--- src/rtl/supv_pkg.sv ---
package supv_pkg;

  typedef enum logic [1:0] {
    WD_LONG  = 2'b00,
    WD_MID   = 2'b01,
    WD_SHORT = 2'b10,
    WD_OFF   = 2'b11
  } wd_sel_e;

  // Period in ticks for a given select; 0 means disabled.
  function automatic int unsigned wd_period(input logic [1:0] sel,
                                            input int unsigned t_long,
                                            input int unsigned t_mid,
                                            input int unsigned t_short);
    case (sel)
      WD_LONG:  return t_long;
      WD_MID:   return t_mid;
      WD_SHORT: return t_short;
      default:  return 0;
    endcase
  endfunction

  function automatic int unsigned max3(input int unsigned a, b, c);
    int unsigned m;
    m = (a > b) ? a : b;
    return (m > c) ? m : c;
  endfunction

  // Counter width able to hold values 0..n
  function automatic int unsigned cnt_width(input int unsigned n);
    return (n < 2) ? 1 : $clog2(n + 1);
  endfunction

endpackage

--- src/rtl/supv_tick.sv ---
module supv_tick #(
  parameter int unsigned DIV = 4
) (
  input  logic clk,
  input  logic rst_n,
  output logic tick
);
  localparam int unsigned W = supv_pkg::cnt_width(DIV);

  logic [W-1:0] div_cnt;

  always_ff @(posedge clk or negedge rst_n) begin
    if (!rst_n)                     div_cnt <= '0;
    else if (div_cnt == W'(DIV - 1)) div_cnt <= '0;
    else                            div_cnt <= div_cnt + 1'b1;
  end

  assign tick = (div_cnt == W'(DIV - 1));

  generate
    if (DIV > 1) begin : g_chk
      a_r1_tick_isolated: assert property (@(posedge clk) disable iff (!rst_n)
        tick |=> !tick);
    end
  endgenerate
endmodule

--- src/rtl/supv_kick.sv ---
module supv_kick #(
  parameter int unsigned KICK_MIN = 20
) (
  input  logic clk,
  input  logic rst_n,
  input  logic pin,
  output logic kick
);
  localparam int unsigned KW = supv_pkg::cnt_width(KICK_MIN);

  logic [1:0]    sync_q;
  logic          pin_s;
  logic          pin_d;
  logic          fall;
  logic          armed;
  logic [KW-1:0] low_cnt;

  assign pin_s = sync_q[1];
  assign fall  = pin_d & ~pin_s;

  always_ff @(posedge clk or negedge rst_n) begin
    if (!rst_n) begin
      sync_q <= 2'b11;
      pin_d  <= 1'b1;
    end else begin
      sync_q <= {sync_q[0], pin};
      pin_d  <= pin_s;
    end
  end

  // low_cnt = low cycles already seen since the fall (fall cycle counts as the first)
  always_comb begin
    if (pin_s)       kick = 1'b0;
    else if (fall)   kick = (KICK_MIN <= 1);
    else             kick = armed && (low_cnt == KW'(KICK_MIN - 1));
  end

  always_ff @(posedge clk or negedge rst_n) begin
    if (!rst_n) begin
      armed   <= 1'b0;
      low_cnt <= '0;
    end else if (kick) begin
      armed   <= 1'b0;
      low_cnt <= '0;
    end else if (fall) begin
      armed   <= 1'b1;
      low_cnt <= KW'(1);
    end else if (armed && !pin_s) begin
      low_cnt <= low_cnt + 1'b1;
    end else begin
      armed   <= 1'b0;
      low_cnt <= '0;
    end
  end

  a_r5_kick_on_low_level: assert property (@(posedge clk) disable iff (!rst_n)
    kick |-> !pin_s);
  a_r5_kick_needs_width: assert property (@(posedge clk) disable iff (!rst_n)
    (kick && KICK_MIN > 1) |-> $past(!pin_s));
  a_r4_no_kick_high: assert property (@(posedge clk) disable iff (!rst_n)
    (pin_s && pin_d) |-> !kick);
endmodule

--- src/rtl/supv_wdog.sv ---
module supv_wdog #(
  parameter int unsigned T_LONG  = 1400,
  parameter int unsigned T_MID   = 600,
  parameter int unsigned T_SHORT = 200
) (
  input  logic       clk,
  input  logic       rst_n,
  input  logic       tick,
  input  logic       kick,
  input  logic       supply_ok,
  input  logic       in_reset,
  input  logic [1:0] sel,
  output logic       expire
);
  import supv_pkg::*;

  localparam int unsigned CW = cnt_width(max3(T_LONG, T_MID, T_SHORT));

  logic [CW-1:0] cnt;
  logic [1:0]    sel_q;
  logic          clear;
  logic          at_limit;
  int unsigned   limit;

  assign limit    = wd_period(sel, T_LONG, T_MID, T_SHORT);
  assign at_limit = (cnt == CW'(limit - 1));
  assign clear    = (sel == WD_OFF) || !supply_ok || in_reset || kick || (sel != sel_q);
  assign expire   = !clear && tick && at_limit;

  always_ff @(posedge clk or negedge rst_n) begin
    if (!rst_n) begin
      sel_q <= WD_OFF;
      cnt   <= '0;
    end else begin
      sel_q <= sel;
      if (clear)          cnt <= '0;
      else if (tick)      cnt <= at_limit ? '0 : cnt + 1'b1;
    end
  end

  a_r9_low_supply_clears: assert property (@(posedge clk) disable iff (!rst_n)
    !supply_ok |=> cnt == '0);
  a_r9_reset_clears: assert property (@(posedge clk) disable iff (!rst_n)
    in_reset |=> cnt == '0);
  a_r6_off_never_expires: assert property (@(posedge clk) disable iff (!rst_n)
    (sel == WD_OFF) |-> !expire);
  a_r8_sel_change_restarts: assert property (@(posedge clk) disable iff (!rst_n)
    (sel != sel_q) |=> cnt == '0);
endmodule

--- src/rtl/supv_hold.sv ---
module supv_hold #(
  parameter int unsigned HOLD = 200
) (
  input  logic clk,
  input  logic rst_n,
  input  logic tick,
  input  logic supply_ok,
  input  logic wd_expire,
  output logic active
);
  localparam int unsigned HW = supv_pkg::cnt_width(HOLD);

  logic [HW-1:0] hcnt;

  always_ff @(posedge clk or negedge rst_n) begin
    if (!rst_n) begin
      active <= 1'b1;
      hcnt   <= '0;
    end else if (!supply_ok || wd_expire) begin
      active <= 1'b1;
      hcnt   <= '0;
    end else if (active && tick) begin
      if (hcnt == HW'(HOLD - 1)) begin
        active <= 1'b0;
        hcnt   <= '0;
      end else begin
        hcnt <= hcnt + 1'b1;
      end
    end
  end

  a_r7_expiry_starts_stretch: assert property (@(posedge clk) disable iff (!rst_n)
    wd_expire |=> (active && hcnt == '0));
  a_r3_drop_restarts_count: assert property (@(posedge clk) disable iff (!rst_n)
    !supply_ok |=> (active && hcnt == '0));
  a_r1_release_on_tick: assert property (@(posedge clk) disable iff (!rst_n)
    $fell(active) |-> ($past(tick) && $past(supply_ok)));
endmodule

--- src/rtl/supv_reset_gen.sv ---
module supv_reset_gen #(
  parameter int unsigned TICK_DIV   = 50000,
  parameter int unsigned HOLD_TICKS = 200,
  parameter int unsigned WD_LONG    = 1400,
  parameter int unsigned WD_MID     = 600,
  parameter int unsigned WD_SHORT   = 200,
  parameter int unsigned KICK_MIN   = 20
) (
  input  logic       clk,
  input  logic       rst_n,
  input  logic       supply_ok,
  input  logic       cs_kick,
  input  logic [1:0] wd_sel,
  output logic       rst_req_n
);
  logic tick;
  logic kick;
  logic wd_expire;
  logic hold_active;

  supv_tick #(.DIV(TICK_DIV)) u_tick (
    .clk(clk), .rst_n(rst_n), .tick(tick)
  );

  supv_kick #(.KICK_MIN(KICK_MIN)) u_kick (
    .clk(clk), .rst_n(rst_n), .pin(cs_kick), .kick(kick)
  );

  supv_wdog #(.T_LONG(WD_LONG), .T_MID(WD_MID), .T_SHORT(WD_SHORT)) u_wdog (
    .clk(clk), .rst_n(rst_n), .tick(tick), .kick(kick),
    .supply_ok(supply_ok), .in_reset(hold_active), .sel(wd_sel),
    .expire(wd_expire)
  );

  supv_hold #(.HOLD(HOLD_TICKS)) u_hold (
    .clk(clk), .rst_n(rst_n), .tick(tick), .supply_ok(supply_ok),
    .wd_expire(wd_expire), .active(hold_active)
  );

  // Supply loss reaches the pad without waiting for a clock edge
  assign rst_req_n = supply_ok && !hold_active;

  a_r2_low_supply_pad: assert property (@(posedge clk) disable iff (!rst_n)
    !supply_ok |-> !rst_req_n);
  a_r10_drop_beats_expiry: assert property (@(posedge clk) disable iff (!rst_n)
    !supply_ok |-> !wd_expire);
  a_r7_expiry_drives_pad: assert property (@(posedge clk) disable iff (!rst_n)
    wd_expire |=> !rst_req_n);
endmodule

--- config.mk ---
export PLATFORM = sky130hd
export DESIGN_NAME = supv_reset_gen
export DESIGN_NICKNAME = d
export VERILOG_FILES = /design/src/rtl/supv_pkg.sv /design/src/rtl/supv_tick.sv /design/src/rtl/supv_kick.sv /design/src/rtl/supv_wdog.sv /design/src/rtl/supv_hold.sv /design/src/rtl/supv_reset_gen.sv
export SDC_FILE = /design/constraint.sdc
export NUM_CORES = 1
export LEC_CHECK = 0
export ABC_AREA = 1
export BUFFER_PORTS_ARGS = -buffer_cell sky130_fd_sc_hd__buf_4
export CORE_UTILIZATION = 60
export DETAILED_ROUTE_END_ITERATION = 10
export GPL_ROUTABILITY_DRIVEN = 0
export PLACE_DENSITY = 0.82
export SLEW_MARGIN = 20
export SYNTH_ARGS = -nofsm -noshare
export SYNTH_HDL_FRONTEND = slang
export SYNTH_HIERARCHICAL = 1
export SYNTH_SLANG_ARGS = --single-unit
--- constraint.sdc ---
create_clock -name clk -period 3 [get_ports clk]
set_input_delay 0.9 -clock clk [delete_from_list [all_inputs] [get_ports clk]]
set_output_delay 0.9 -clock clk [all_outputs]
set_load 0.005 [all_outputs]
; After elaboration in Yosys (flattened, before gate mapping)
; Index checks and enable logic that the tools add are counted.
[word_totals]
regBits = 47
in_bits = 6
out_inout_bits = 1
elab_cells = 64
[op_classes]
n_addsub = 5
n_eq_ne = 9
mux = 19
bitwise_logic = 2
n_reduce_logical = 20
[op_table]
columns = op, n
row1 = 11-bit 2-to-1 mux, 3
row2 = 11-bit one-hot mux with 3 select lines, 1
row3 = 8-bit 2-to-1 mux, 3
row4 = 16-bit by 1-bit adder with 16-bit output (second input constant), 1
row5 = 16-bit == test (second input constant), 1
row6 = 16-bit 2-to-1 mux, 1
row7 = 5-bit 2-to-1 mux, 3
row8 = 11-bit by 1-bit adder with 11-bit output (second input constant), 1
row9 = 11-bit == test, 1
row10 = 11-bit by 1-bit subtractor with 11-bit output (second input constant), 1
row11 = 8-bit by 1-bit adder with 8-bit output (second input constant), 1
row12 = 8-bit == test (second input constant), 1
row13 = 1-bit 2-to-1 mux, 8
row14 = 1-bit logical AND, 6
row15 = 2-bit nonzero test, 3
row16 = 5-bit by 1-bit adder with 5-bit output (second input constant), 1
row17 = 5-bit == test (second input constant), 1
row18 = 1-bit logical OR, 5
row19 = 2-bit == test (second input constant), 2
row20 = 1-bit zero test, 4
row21 = 3-bit by 1-bit inequality test with 1-bit output (second input constant), 1
row22 = 2-bit by 1-bit == test with 1-bit output (second input constant), 1
row23 = 2-bit zero test, 1
row24 = 2-bit inequality test, 1
row25 = other kinds (3), 3

; Longest topological paths before layout
[logic_depth]
word_depth = 12
ltp_mapped = 20
ltp_nobuf = 18

; By module
; The synthesis kept the hierarchy.
[modules_own_cells]
columns = module, instances, cells_each, area_per_inst_um2
row1 = supv_wdog, 1, 149, 996.0
row2 = supv_tick, 1, 121, 877.1
row3 = supv_hold, 1, 79, 573.0
row4 = supv_kick, 1, 42, 417.9
row5 = supv_reset_gen, 1, 2, 10.0

; Least setup slack after synthesis
; No wires, ideal clock.
[synth_timing]
kind = input port to flip-flop
start = in wd_sel[0]
end = reg u_hold.hcnt[5]
setup_time_ns = 0.125
arrival_time_ns = 2.432
t_required_ns = 2.875
setup_slack_ns = 0.443
path_stages = 15
n_path_buf = 2
path_cell_list = ha_1 inv_1 nand2_1 nor2_1 nand3_1 nor2_2 buf_4 inv_2 nor2_1 nor2_8 nand2_4 buf_8 nand4_1 nand2_1 nor2_1
[synth_between]
elab_chain_len = 10
word_cells_on_any_way = 18
classes_between = 1 x add/sub / 5 x eq/ne / 2 x mux / 10 x reduce/logical
[synth_rtl]
columns = element, line
row1 = from (decl), supv_reset_gen.sv:13  ; input logic [1:0] wd_sel,
row2 = "parallel branches: the longest is 7 deep, another holds 11-bit by 1-bit subtractor with 11-bit output", --
row3 = 1-bit logical AND (*), supv_wdog.sv:28  ; assign expire = !clear && tick && at_limit;
row4 = via wd_expire, supv_reset_gen.sv:18  ; logic wd_expire;
row5 = 1-bit logical OR (*), supv_hold.sv:19  ; end else if (!supply_ok || wd_expire) begin
row6 = 8-bit 2-to-1 mux or 2-bit nonzero test (tied branches), --
row7 = to (signal assigned), supv_hold.sv:27  ; hcnt <= hcnt + 1'b1;
row8 = to (decl), supv_hold.sv:13  ; logic [HW-1:0] hcnt;
; Mark *: on every way through the listed nets, which the timed path passes.
; A chain may end at the register's enable or synchronous reset.

; Worst setup path after layout
; Ends and elaborated chain as after synthesis.

==> flow_metrics.tcl <==
set metrics [dict create \
    finalClockSkew_ps 8.39 \
    diodes 0 \
    min_period_ps 2570 \
    hold_buffers 0 \
    synth_cell_type_count 30 \
    vdd_drop_max_mv 0.274 \
    portBuffers 6 \
    hold_class "flop to flop" \
    synth_compound_area_share_pct 2.83 \
    r2r_start "u_tick/div_cnt[0]" \
    synth_area_um2 2870 \
    ant_nets 0 \
    drc_errors 0 \
    max-cap-violations 0 \
    hold_end "u_kick/sync_q[1]" \
    worstPathCellList "buf_4, inv_1, ha_1, inv_1, o21ai_0, nand2_1, nor2_1, nand3_1, nor2_1, nor2_8, nand2_4, nand3_1, nand2_1, nand2_1, nor2_1" \
    cp_max_fo 14 \
    utilization_pct 69.2 \
    numCtsBuffers 5 \
    synth_xor_area_share_pct 3.66 \
    hold-path-cell-count 0 \
    grt_overflow_total 0 \
    drt_iter0_drc 101 \
    worstRegToRegCells 15 \
    yosys_warnings 6 \
    max_freq_mhz 390 \
    nets 418 \
    clkLatencyLatePin_ps 300 \
    std_cell_rows 24 \
    tritoncts "done" \
    clockBufferDepth 2 \
    grt_pass1_vias 2138 \
    crit_arrival_ps 2790 \
    worstReg2RegEnd "u_hold/hcnt[5]" \
    grtUsageTotal_pct 22.4 \
    clk_pin_slew_ps 80 \
    rsz0062_at_grt "false" \
    seq_area_frac_synth_pct 41.2 \
    ios 7 \
    power.total_w 0.00126 \
    powerDensity_nw_per_um2 408 \
    final_layout_size_suffix_gt1_share_pct 13.1 \
    cellLeakagePower_nw 1.63 \
    antenna_found_initial 0 \
    cp-end-kind "flop" \
    postCtsSetupRepairBufs 0 \
    area_growth_pct 7.75 \
    critPathKind "primary input to flop" \
    dr.pass1.iters 4 \
    worst_setup_path_start_kind "primary input" \
    synth_top_family_by_area "simple AND/OR/NAND/NOR gates" \
    min_from "u_kick/sync_q[0]" \
    cts_root_buf "clkbuf_8" \
    die_w_um 71.2 \
    dpl.hpwl_mm 3.68 \
    route.met3.wl_um 155 \
    setup_viol 0 \
    vias_per_cell 5.09 \
    final.setup.worst_slack_ps 434 \
    pre_cts_slack_ps 171 \
    worstPathRequired_ps 3230 \
    synthCells 393 \
    cp_slowest_cell "nor2_1" \
    finalSetupTns_ps 0 \
    syn-num-nets 407 \
    regToRegSetupSlack_ps 580 \
    synth_mux_area_share_pct 0 \
    cts_max_level 2 \
    grt_start_max_net_pins 48 \
    routed_wl_mm 5.00 \
    grt_pass1_wl_mm 8.98 \
    synthAdderAreaFrac_pct 3.48 \
    worstMarginPinSlew_ps 565 \
    holdWs_ps 350 \
    clkSinkCount 47 \
    dr_total_vias 2326 \
    dieArea_um2 5070 \
    ys_ff_latch 47 \
    dr_wl_met2_mm 2.39 \
    met1_length_mm 2.38 \
    status "complete, no violations" \
    max_stage_delay_ps 330 \
    fp.dieH_um 71.2 \
    routedWlPerCell_um 10.9 \
    cts_resized 0 \
    period_share_pct 85.5 \
    start_util_pct 64.2 \
    top_layer_used "met4" \
    core_area_um2 4470 \
    drv_slew 0 \
    hold_viol_final 0 \
    syn_avg_cell_area_um2 7.31 \
    max_slew_margin_pct 62.4 \
    synthSimpleGateAreaFrac_pct 40.3 \
]
[kinds of logic (layout without fill, tap and decap cells)]
family,after synthesis,count (layout)
compound gates,15,15
xor+xnor,12,12
fa+ha+maj,8,8
buf+inv,60,72
flops,47,47
simple gates,251,251
[synthesized netlist by cell type]
cell      number  area [µm²]
nand2_1      127         477
nor2_1        54         203
inv_1         51         191
dfrtp_1       41        1030
nand3_1       31         155
ha_1           8         100
o21ai_0        8        40.0
nand4_1        7        43.8
nor2_2         7        43.8
xor2_1         7        61.3
dfstp_2        6         158
inv_2          5        18.8
nand2_2        5        31.3
xnor2_1        5        43.8
nand2_4        4        45.0
nand3_2        4        40.0
nor2_4         4        45.0
a21oi_1        3        15.0
nand3b_1       3        22.5
buf_4          2        15.0
nor3_1         2        10.0
a31oi_1        1        6.26
and3_1         1        6.26
buf_2          1        5.00
buf_8          1        15.0
nor2_8         1        20.0
nor3_4         1        16.3
o21ai_1        1        5.00
o21ai_2        1        8.76
o22ai_1        1        6.26
[layout make-up]
type                       instances  area [µm²]
inverter                          56         210
tap                               52        65.1
multi-input combinational        286        1450
timing repair buffer               8        60.1
sequential                        47        1180
fill                             372        1380
clock inverter                     2        60.1
clock buffer                       6        72.6
[per-layer routing]
metal,GRT usage (%),vias to the layer above
met5,0,-
li1,-,1228
met2,37.2,39
met3,4.64,8
met4,9.33,0
met1,28.6,1051
[flip-flops by register name, summed over array words and instances, names as in the netlist]
signal,count
u_kick/pin_d,1
u_hold/hcnt,8
u_kick/low_cnt,5
u_kick/sync_q,2
u_wdog/sel_q,2
u_wdog/cnt,11
u_tick/div_cnt,16
u_hold/active,1
u_kick/armed,1
[power breakdown]
group	leakage (nW)	switching [W]	total (W)	internal (W)
clock	0.0654	0.000205	0.000538	0.000333
combinational	0.949	0.0000461	0.0000697	0.0000236
sequential	0.617	0.00000832	0.000655	0.000647
[critical path: cells and delay by family]
kind | cells | cell delay (ps)
buf+inv | 3 | 280
compound gates | 1 | 90
fa+ha+maj | 1 | 310
simple gates | 10 | 1210
[stage by stage]
| stage | std cells | cell area (µm²) |
|---|---|---|
| floorplan | 393 | 2870 |
| global placement | 449 | 2960 |
| detailed placement | 449 | 2960 |
| CTS | 457 | 3100 |
| global route | 457 | 3100 |
| finish | 457 | 3100 |
[worst max-delay path by stage]
stage              start              to  slack [ps]  depth (start not counted)
6_report       wd_sel[0]  u_hold/hcnt[5]         430                         15
3_3_place_gp   wd_sel[0]  u_hold/hcnt[5]         280                         14
4_1_cts        wd_sel[0]  u_hold/hcnt[5]         470                         15
5_1_grt        wd_sel[0]  u_hold/hcnt[5]         230                         15
2_1_floorplan  wd_sel[0]  u_hold/hcnt[5]         440                         15
3_5_place_dp   wd_sel[0]  u_hold/hcnt[5]         170                         15
[cells in the final DEF, fill, tap and decap left out]
| cell | synthesis | routed |
|---|---|---|
| nor2_1 | 54 | 54 |
| clkbuf_1 | 0 | 1 |
| a31oi_1 | 1 | 1 |
| xor2_1 | 7 | 7 |
| dfrtp_1 | 41 | 41 |
| nand3_2 | 4 | 4 |
| inv_1 | 51 | 51 |
| nor2_8 | 1 | 1 |
| o21ai_2 | 1 | 1 |
| inv_2 | 5 | 5 |
| o22ai_1 | 1 | 1 |
| nand2_1 | 127 | 127 |
| nand2_2 | 5 | 5 |
| xnor2_1 | 5 | 5 |
| nand4_1 | 7 | 7 |
| ha_1 | 8 | 8 |
| buf_4 | 2 | 8 |
| nor3_1 | 2 | 2 |
| nor3_4 | 1 | 1 |
| bufinv_16 | 0 | 2 |
| nor2_2 | 7 | 7 |
| nand3b_1 | 3 | 3 |
| and3_1 | 1 | 1 |
| nand2_4 | 4 | 4 |
| nor2_4 | 4 | 4 |
| o21ai_0 | 8 | 8 |
| clkbuf_8 | 0 | 5 |
| dfstp_2 | 6 | 6 |
| a21oi_1 | 3 | 3 |
| nand3_1 | 31 | 31 |
| o21ai_1 | 1 | 1 |
(Power assumes the default switching activity.)
